===== config.mk =====
export PLATFORM = sky130hd
export DESIGN_NAME = rxs_status_irq
export DESIGN_NICKNAME = d
export VERILOG_FILES = /design/src/rtl/rxs_pkg.sv /design/src/rtl/rxs_mask_reg.sv /design/src/rtl/rxs_sticky_bank.sv /design/src/rtl/rxs_irq_gen.sv /design/src/rtl/rxs_status_irq.sv
export SDC_FILE = /design/constraint.sdc
export NUM_CORES = 1
export LEC_CHECK = 0
export ABC_AREA = 1
export BUFFER_PORTS_ARGS = -buffer_cell sky130_fd_sc_hd__buf_2
export CORE_ASPECT_RATIO = 1.5
export CORE_UTILIZATION = 35
export DETAILED_ROUTE_END_ITERATION = 10
export MAX_ROUTING_LAYER = met4
export RECOVER_POWER = 50
export SLEW_MARGIN = 5
export SYNTH_ARGS = -nofsm -noshare
export SYNTH_HDL_FRONTEND = slang
export SYNTH_HIERARCHICAL = 1
export SYNTH_SLANG_ARGS = --single-unit

===== constraint.sdc =====
create_clock -name clk -period 1.1 [get_ports clk]
set_input_delay 0.165 -clock clk [delete_from_list [all_inputs] [get_ports clk]]
set_output_delay 0.165 -clock clk [all_outputs]
set_load 0.01 [all_outputs]

===== src/rtl/rxs_pkg.sv =====
package rxs_pkg;

  // Next value of one sticky status bit: a clear wipes the old value,
  // an event set in the same cycle wins over the clear.
  function automatic logic sticky_bit(input logic cur, input logic set, input logic clr);
    return (cur & ~clr) | set;
  endfunction

  // One bit contributes to the interrupt when latched and not masked.
  function automatic logic pend_bit(input logic stat, input logic mask);
    return stat & ~mask;
  endfunction

endpackage


===== src/rtl/rxs_mask_reg.sv =====
module rxs_mask_reg #(
  parameter int NUM_EVT = 15
) (
  input  logic               clk,
  input  logic               rst_n,
  input  logic               we_i,
  input  logic [NUM_EVT-1:0] wdata_i,
  output logic [NUM_EVT-1:0] mask_o
);

  always_ff @(posedge clk or negedge rst_n) begin
    if (!rst_n) mask_o <= '0;
    else if (we_i) mask_o <= wdata_i;
  end

  // a write lands at the edge
  a_r8_mask_load: assert property (@(posedge clk) disable iff (!rst_n)
    we_i |=> (mask_o == $past(wdata_i)));

  a_r8_mask_keep: assert property (@(posedge clk) disable iff (!rst_n)
    !we_i |=> $stable(mask_o));

endmodule


===== src/rtl/rxs_sticky_bank.sv =====
module rxs_sticky_bank #(
  parameter int NUM_EVT = 15
) (
  input  logic               clk,
  input  logic               rst_n,
  input  logic [NUM_EVT-1:0] evt_i,
  input  logic               clr_i,
  output logic [NUM_EVT-1:0] stat_o
);

  logic [NUM_EVT-1:0] stat_q;
  logic [NUM_EVT-1:0] stat_d;

  for (genvar i = 0; i < NUM_EVT; i++) begin : g_bit
    assign stat_d[i] = rxs_pkg::sticky_bit(stat_q[i], evt_i[i], clr_i);

    always_ff @(posedge clk or negedge rst_n) begin
      if (!rst_n) stat_q[i] <= 1'b0;
      else        stat_q[i] <= stat_d[i];
    end
  end

  assign stat_o = stat_q;

  // without a clear no set bit is lost
  a_r2_hold: assert property (@(posedge clk) disable iff (!rst_n)
    !clr_i |=> ((stat_q & $past(stat_q)) == $past(stat_q)));

  // every pulsed bit is set after the edge
  a_r2_set: assert property (@(posedge clk) disable iff (!rst_n)
    (|evt_i) |=> ((stat_q & $past(evt_i)) == $past(evt_i)));

  // a clear with no event empties the word
  a_r5_clear: assert property (@(posedge clk) disable iff (!rst_n)
    (clr_i && (evt_i == '0)) |=> (stat_q == '0));

  // a clear keeps exactly the coinciding events
  a_r6_survive: assert property (@(posedge clk) disable iff (!rst_n)
    clr_i |=> (stat_q == $past(evt_i)));

endmodule


===== src/rtl/rxs_irq_gen.sv =====
module rxs_irq_gen #(
  parameter int NUM_EVT = 15
) (
  input  logic               clk,
  input  logic               rst_n,
  input  logic [NUM_EVT-1:0] stat_i,
  input  logic [NUM_EVT-1:0] mask_i,
  output logic               irq_o
);

  logic [NUM_EVT-1:0] pend_vec;
  logic               pend_any;

  for (genvar i = 0; i < NUM_EVT; i++) begin : g_pend
    assign pend_vec[i] = rxs_pkg::pend_bit(stat_i[i], mask_i[i]);
  end

  assign pend_any = |pend_vec;

  always_ff @(posedge clk or negedge rst_n) begin
    if (!rst_n) irq_o <= 1'b0;
    else        irq_o <= pend_any;
  end

  // an unmasked latched bit raises the line one cycle later
  a_r4_raise: assert property (@(posedge clk) disable iff (!rst_n)
    ((stat_i & ~mask_i) != '0) |=> irq_o);

  // only masked (or no) bits set keeps the line low
  a_r3_quiet: assert property (@(posedge clk) disable iff (!rst_n)
    ((stat_i & ~mask_i) == '0) |=> !irq_o);

endmodule


===== src/rtl/rxs_status_irq.sv =====
module rxs_status_irq #(
  parameter int NUM_EVT = 15,
  parameter int DATA_W  = 32
) (
  input  logic               clk,
  input  logic               rst_n,
  input  logic [NUM_EVT-1:0] evt_i,
  input  logic               mask_we_i,
  input  logic [NUM_EVT-1:0] mask_wdata_i,
  input  logic               rd_en_i,
  output logic [DATA_W-1:0]  rd_data_o,
  output logic               irq_o
);

  localparam int RSV_W = DATA_W - NUM_EVT;

  logic [NUM_EVT-1:0] stat_w;
  logic [NUM_EVT-1:0] mask_w;
  logic               clr_evt;

  assign clr_evt = rd_en_i;

  rxs_mask_reg #(.NUM_EVT(NUM_EVT)) u_mask (
    .clk     (clk),
    .rst_n   (rst_n),
    .we_i    (mask_we_i),
    .wdata_i (mask_wdata_i),
    .mask_o  (mask_w)
  );

  rxs_sticky_bank #(.NUM_EVT(NUM_EVT)) u_bank (
    .clk    (clk),
    .rst_n  (rst_n),
    .evt_i  (evt_i),
    .clr_i  (clr_evt),
    .stat_o (stat_w)
  );

  rxs_irq_gen #(.NUM_EVT(NUM_EVT)) u_irq (
    .clk    (clk),
    .rst_n  (rst_n),
    .stat_i (stat_w),
    .mask_i (mask_w),
    .irq_o  (irq_o)
  );

  assign rd_data_o = {{RSV_W{1'b0}}, stat_w};

  // a read with no coinciding event ends the interrupt two edges on
  a_r5_irq_drop: assert property (@(posedge clk) disable iff (!rst_n)
    (rd_en_i && (evt_i == '0)) |=> ##1 !irq_o);

  // the visible word only loses bits through a read
  a_r2_word_hold: assert property (@(posedge clk) disable iff (!rst_n)
    !rd_en_i |=> ((rd_data_o & $past(rd_data_o)) == $past(rd_data_o)));

endmodule


# After elaboration in Yosys (flattened, before gate mapping)
# Index checks and enable logic that the tools add are counted.
totals:
  in_bits: 34
  regBits: 31
classes:
  bitwise_logic: 61
  reduce_logical: 1
ops:
  columns: ["operator", "n"]
  rows:
  - ["$and 1x1->1", 30]
  - ["$not 1->1", 16]
  - ["$or 1x1->1", 15]
  - ["$reduce_or 15->1", 1]

# Longest topological paths before layout
depth:
  ltp_word: 3
  mapped_depth: 7
  mapped_depth_nobuf: 7

# By module
# Netlist, hierarchy kept.
by_module_without_submodules:
  columns: ["mod", "area_per_inst_um2", "cells_per_inst", "seq_area_each_um2", "n_inst"]
  rows:
  - ["rxs_mask_reg", 608.1, 64, 375.4, 1]
  - ["rxs_sticky_bank", 561.8, 62, 375.4, 1]
  - ["rxs_irq_gen", 210.2, 50, 25.0, 1]
  - ["rxs_status_irq", 131.4, 18, 0.0, 1]

# Worst setup path before layout
# OpenSTA, ideal clock, no wires.
synth_path:
  kind: "reg-to-reg"
  start: "register u_bank.stat_q[0] (netlist: u_bank/stat_o[0])"
  end: "register u_irq.irq_o"
  path_stages_with_launch: 7
  path_slack_ns: 0.253
  setup_time_ns: 0.119
  synth_period_minus_slack_ns: 0.847
  t_required_ns: 0.981
  arrival_time_ns: 0.728
  n_path_buf: 0
  path_cell_list: "dfrtp_1 -> nand2_1 -> nand2_1 -> inv_1 -> nand2_1 -> nor2_1 -> nand2_1"
synth_via:
  elab_chain_cells: 2
synth_lines:
  columns: ["item", "line_no", "source"]
  rows:
  - ["start, declared", "rxs_sticky_bank.sv:11", "logic [NUM_EVT-1:0] stat_q;"]
  - ["start signal, assigned by index", "rxs_sticky_bank.sv:19", "else stat_q[i] <= stat_d[i];"]
  - ["$and 1x1->1", "rxs_pkg.sv:11", "return stat & ~mask;"]
  - ["$reduce_or 15->1", "rxs_irq_gen.sv:18", "assign pend_any = |pend_vec;"]
  - ["named net u_irq.pend_any", "rxs_irq_gen.sv:12", "logic pend_any;"]
  - ["end signal, assigned", "rxs_irq_gen.sv:22", "else irq_o <= pend_any;"]
  - ["end, declared", "rxs_irq_gen.sv:8", "output logic irq_o"]
# The timed path passes the listed nets, and every way through them passes these cells.
# A chain may end at the register's enable or synchronous reset.

# Final worst setup path
layout_path:
  start: "register u_bank.stat_q[0] (netlist: u_bank/stat_o[0])"
  end: "output port rd_data_o[0]"
layout_lines:
  columns: ["item", "line_no", "source"]
  rows:
  - ["end, declared", "rxs_status_irq.sv:11", "output logic [DATA_W-1:0] rd_data_o,"]
# No word-level cell between the ends.

==> results.py <==
metrics = {
    "die": {
        "row_count": 28,
        "io_pins": 67,
        "die_h_um": 82.5,
        "die_area_sq_um": 4590,
        "core_sq_um": 4030,
        "start_util_pct": 37.5,
        "die_w_um": 55.7,
    },
    "final_layout": {
        "layout_commonest_cell": "nand2_1",
        "fill_cells": 444,
        "final_nets": 282,
        "final_cell_mix": "nand2_1 (94), buf_2 (49), inv_1 (36)",
        "post-route-cell-area_sq_um": 1820,
        "postLayoutCoreUtil_pct": 45.1,
        "drive_above_1_share_pct": 26.5,
        "area_growth_pct": 20.2,
        "n_antenna_cell": 0,
        "final_cell_count_no_fill": 294,
    },
    "clock_network": {
        "clk_latency_ns": 0.27,
        "cts_setup_buffers": 0,
        "cts_htree_levels": 2,
        "cts_max_path_buffers": 2,
        "cts_tree": "yes",
        "numClockSinks": 31,
        "cts_buffers": 5,
        "clk_pin_slew_ns": 0.06,
        "clockRootBuffer": "clkbuf_8",
    },
    "global_routing": {
        "grt_overflow_total": 0,
        "grt_pass1_vias": 1078,
        "grt_max_degree": 32,
        "globalRouteTotalUtil_pct": 13.7,
        "antenna_found_initial": 0,
        "grt_first_pass_wirelength_um": 4550,
    },
    "route": {
        "drt_iter0_markers": 11,
        "avgRoutedWirePerCell_um": 9.47,
        "antenna_left": 0,
        "vias": 1164,
        "wirelength_um": 2780,
        "post-route-drc-count": 0,
        "vias_per_cell": 3.96,
        "drt_first_pass_iters": 2,
    },
    "sta": {
        "setup_viol": 0,
        "rsz0062_at_grt": "false",
        "period_share_pct": 89.8,
        "max_freq_mhz": 1010,
        "slew_violations": 0,
        "finalHoldViolCount": 0,
        "min_period_ns": 0.988,
        "finalClockSkew_ns": 0.00356,
        "tns_ns": 0,
        "worst_slack_ns": 0.112,
        "hold_slack_ns": 0.0705,
    },
    "worst_setup_path": {
        "path_class": "flip-flop to output port",
        "cp.required_ns": 0.94,
        "crit_buf_inv": 1,
        "cp_slowest_cell": "dfrtp_1",
        "cp_slowest_stage_delay_ns": 0.40,
        "worstPathArrival_ns": 0.82,
        "worstPathCellList": "buf_2",
        "end_kind": "output port",
        "path_max_fanout": 3,
        "critPathTopFamily": "flip-flops",
        "cp-start-kind": "flip-flop",
    },
    "logic_synthesis": {
        "synthMuxAreaShare_pct": 0,
        "ys_seq_area_share_pct": 51.3,
        "synth.distinct_cells": 12,
        "netlist_instances": 194,
        "synth_xor_area_share_pct": 0,
        "synth-warning-count": 6,
        "yosysTopAreaCellShare_pct": 51.3,
        "synthAdderAreaFrac_pct": 0,
        "synthSimpleGateAreaFrac_pct": 26.7,
        "syn_area_sq_um": 1510,
        "synth_compound_area_share_pct": 0,
        "yosys-top-cells-area": "dfrtp_1 (51%), nand2_1 (23%), inv_1 (8.9%)",
        "yosys_register_bits": 31,
        "syn_avg_cell_area_sq_um": 7.79,
        "synth_top_family_by_area": "simple AND/OR/NAND/NOR gates",
        "yosysTopAreaCell": "dfrtp_1",
    },
    "power": {
        "power_density_nw_per_um2": 1430,
        "vdd_drop_max_v": 0.00112,
        "power_leakage_nw": 1.14,
        "power_mw": 2.60,
    },
    "placed_design": {
        "io_buffers": 49,
        "dp_cells": 285,
        "gp_congestion": 0.714,
        "place_ws_ns": 0.168,
        "dp_hpwl_um": 2020,
        "dpl_cell_area_sq_um": 1710,
    },
    "status": {
        "status": "finished, final reports clean",
    },
    "min_path": {
        "hp-class": "input port to flip-flop",
    },
    "run": {
        "drv_cap": 0,
    },
}
[cells in the mapped netlist]
| cell | instances |
|---|---|
| buf_6 | 3 |
| nand2_2 | 6 |
| buf_12 | 1 |
| nor2_1 | 2 |
| inv_2 | 1 |
| buf_4 | 17 |
| conb_1 | 1 |
| nand2_1 | 94 |
| inv_1 | 36 |
| nand3_1 | 1 |
| inv_6 | 1 |
| dfrtp_1 | 31 |
[final timing paths]
| kind | start | to | slack (ns) | cells after the start |
|---|---|---|---|---|
| min in group asynchronous | rst_n | u_bank/stat_o[10]$_DFF_PN0_ | 0.48 | 3 |
| setup reg to reg | u_bank/stat_o[3]$_DFF_PN0_ | u_irq/irq_o$_DFF_PN0_ | 0.18 | 6 |
| hold reg to reg | u_mask/mask_o[5]$_DFFE_PN0P_ | u_mask/mask_o[5]$_DFFE_PN0P_ | 0.47 | 2 |
| setup / recovery | u_bank/stat_o[0]$_DFF_PN0_ | rd_data_o[0] | 0.11 | 1 |
| hold / removal | evt_i[3] | u_bank/stat_o[3]$_DFF_PN0_ | 0.07 | 3 |
| max in group asynchronous | rst_n | u_bank/stat_o[9]$_DFF_PN0_ | 0.31 | 3 |
[registers in the layout, summed over array words and instances, names as in the netlist]
signal / count
u_irq/irq_o: 1
u_mask/mask_o: 15
u_bank/stat_o: 15
[report_power, final]
part | total, mW | switching, mW | internal [mW] | leakage [nW]
registers | 1.28 | 0.0544 | 1.23 | 0.353
clock network | 0.960 | 0.390 | 0.570 | 0.0515
logic | 0.363 | 0.218 | 0.146 | 0.736
[final cells by class]
| class | instances | area (sq um) | share of cell area [%] |
|---|---|---|---|
| Timing Repair Buffer | 52 | 270 | 14.9 |
| Clock buffer | 8 | 100 | 5.51 |
| Sequential cell | 31 | 776 | 42.7 |
| Inverter | 38 | 148 | 8.13 |
| Tap cell | 45 | 56.3 | 3.10 |
| Multi-Input combinational cell | 120 | 467 | 25.7 |
[routing by layer]
| metal | up-vias | track usage [%] | share of wire (%) |
|---|---|---|---|
| li1 | 617 | - | - |
| met1 | 501 | 13.6 | 42 |
| met2 | 41 | 24.8 | 50 |
| met3 | 5 | 4.21 | 6.0 |
| met4 | 0 | 6.00 | 1.7 |
| met5 | - | - | 0 |
[what timing repair did]
| item | in CTS | in global routing |
|---|---|---|
| hold buffers | 1 | 0 |
| hold endpoints to repair | 31 | 0 |
| gates resized for setup | 0 | 0 |
[logic make-up after synthesis]
logic type	count (synthesis)
buf+inv	59
flops	31
other cells	1
simple gates	103
No activity file was read; power rests on OpenSTA's default activity.
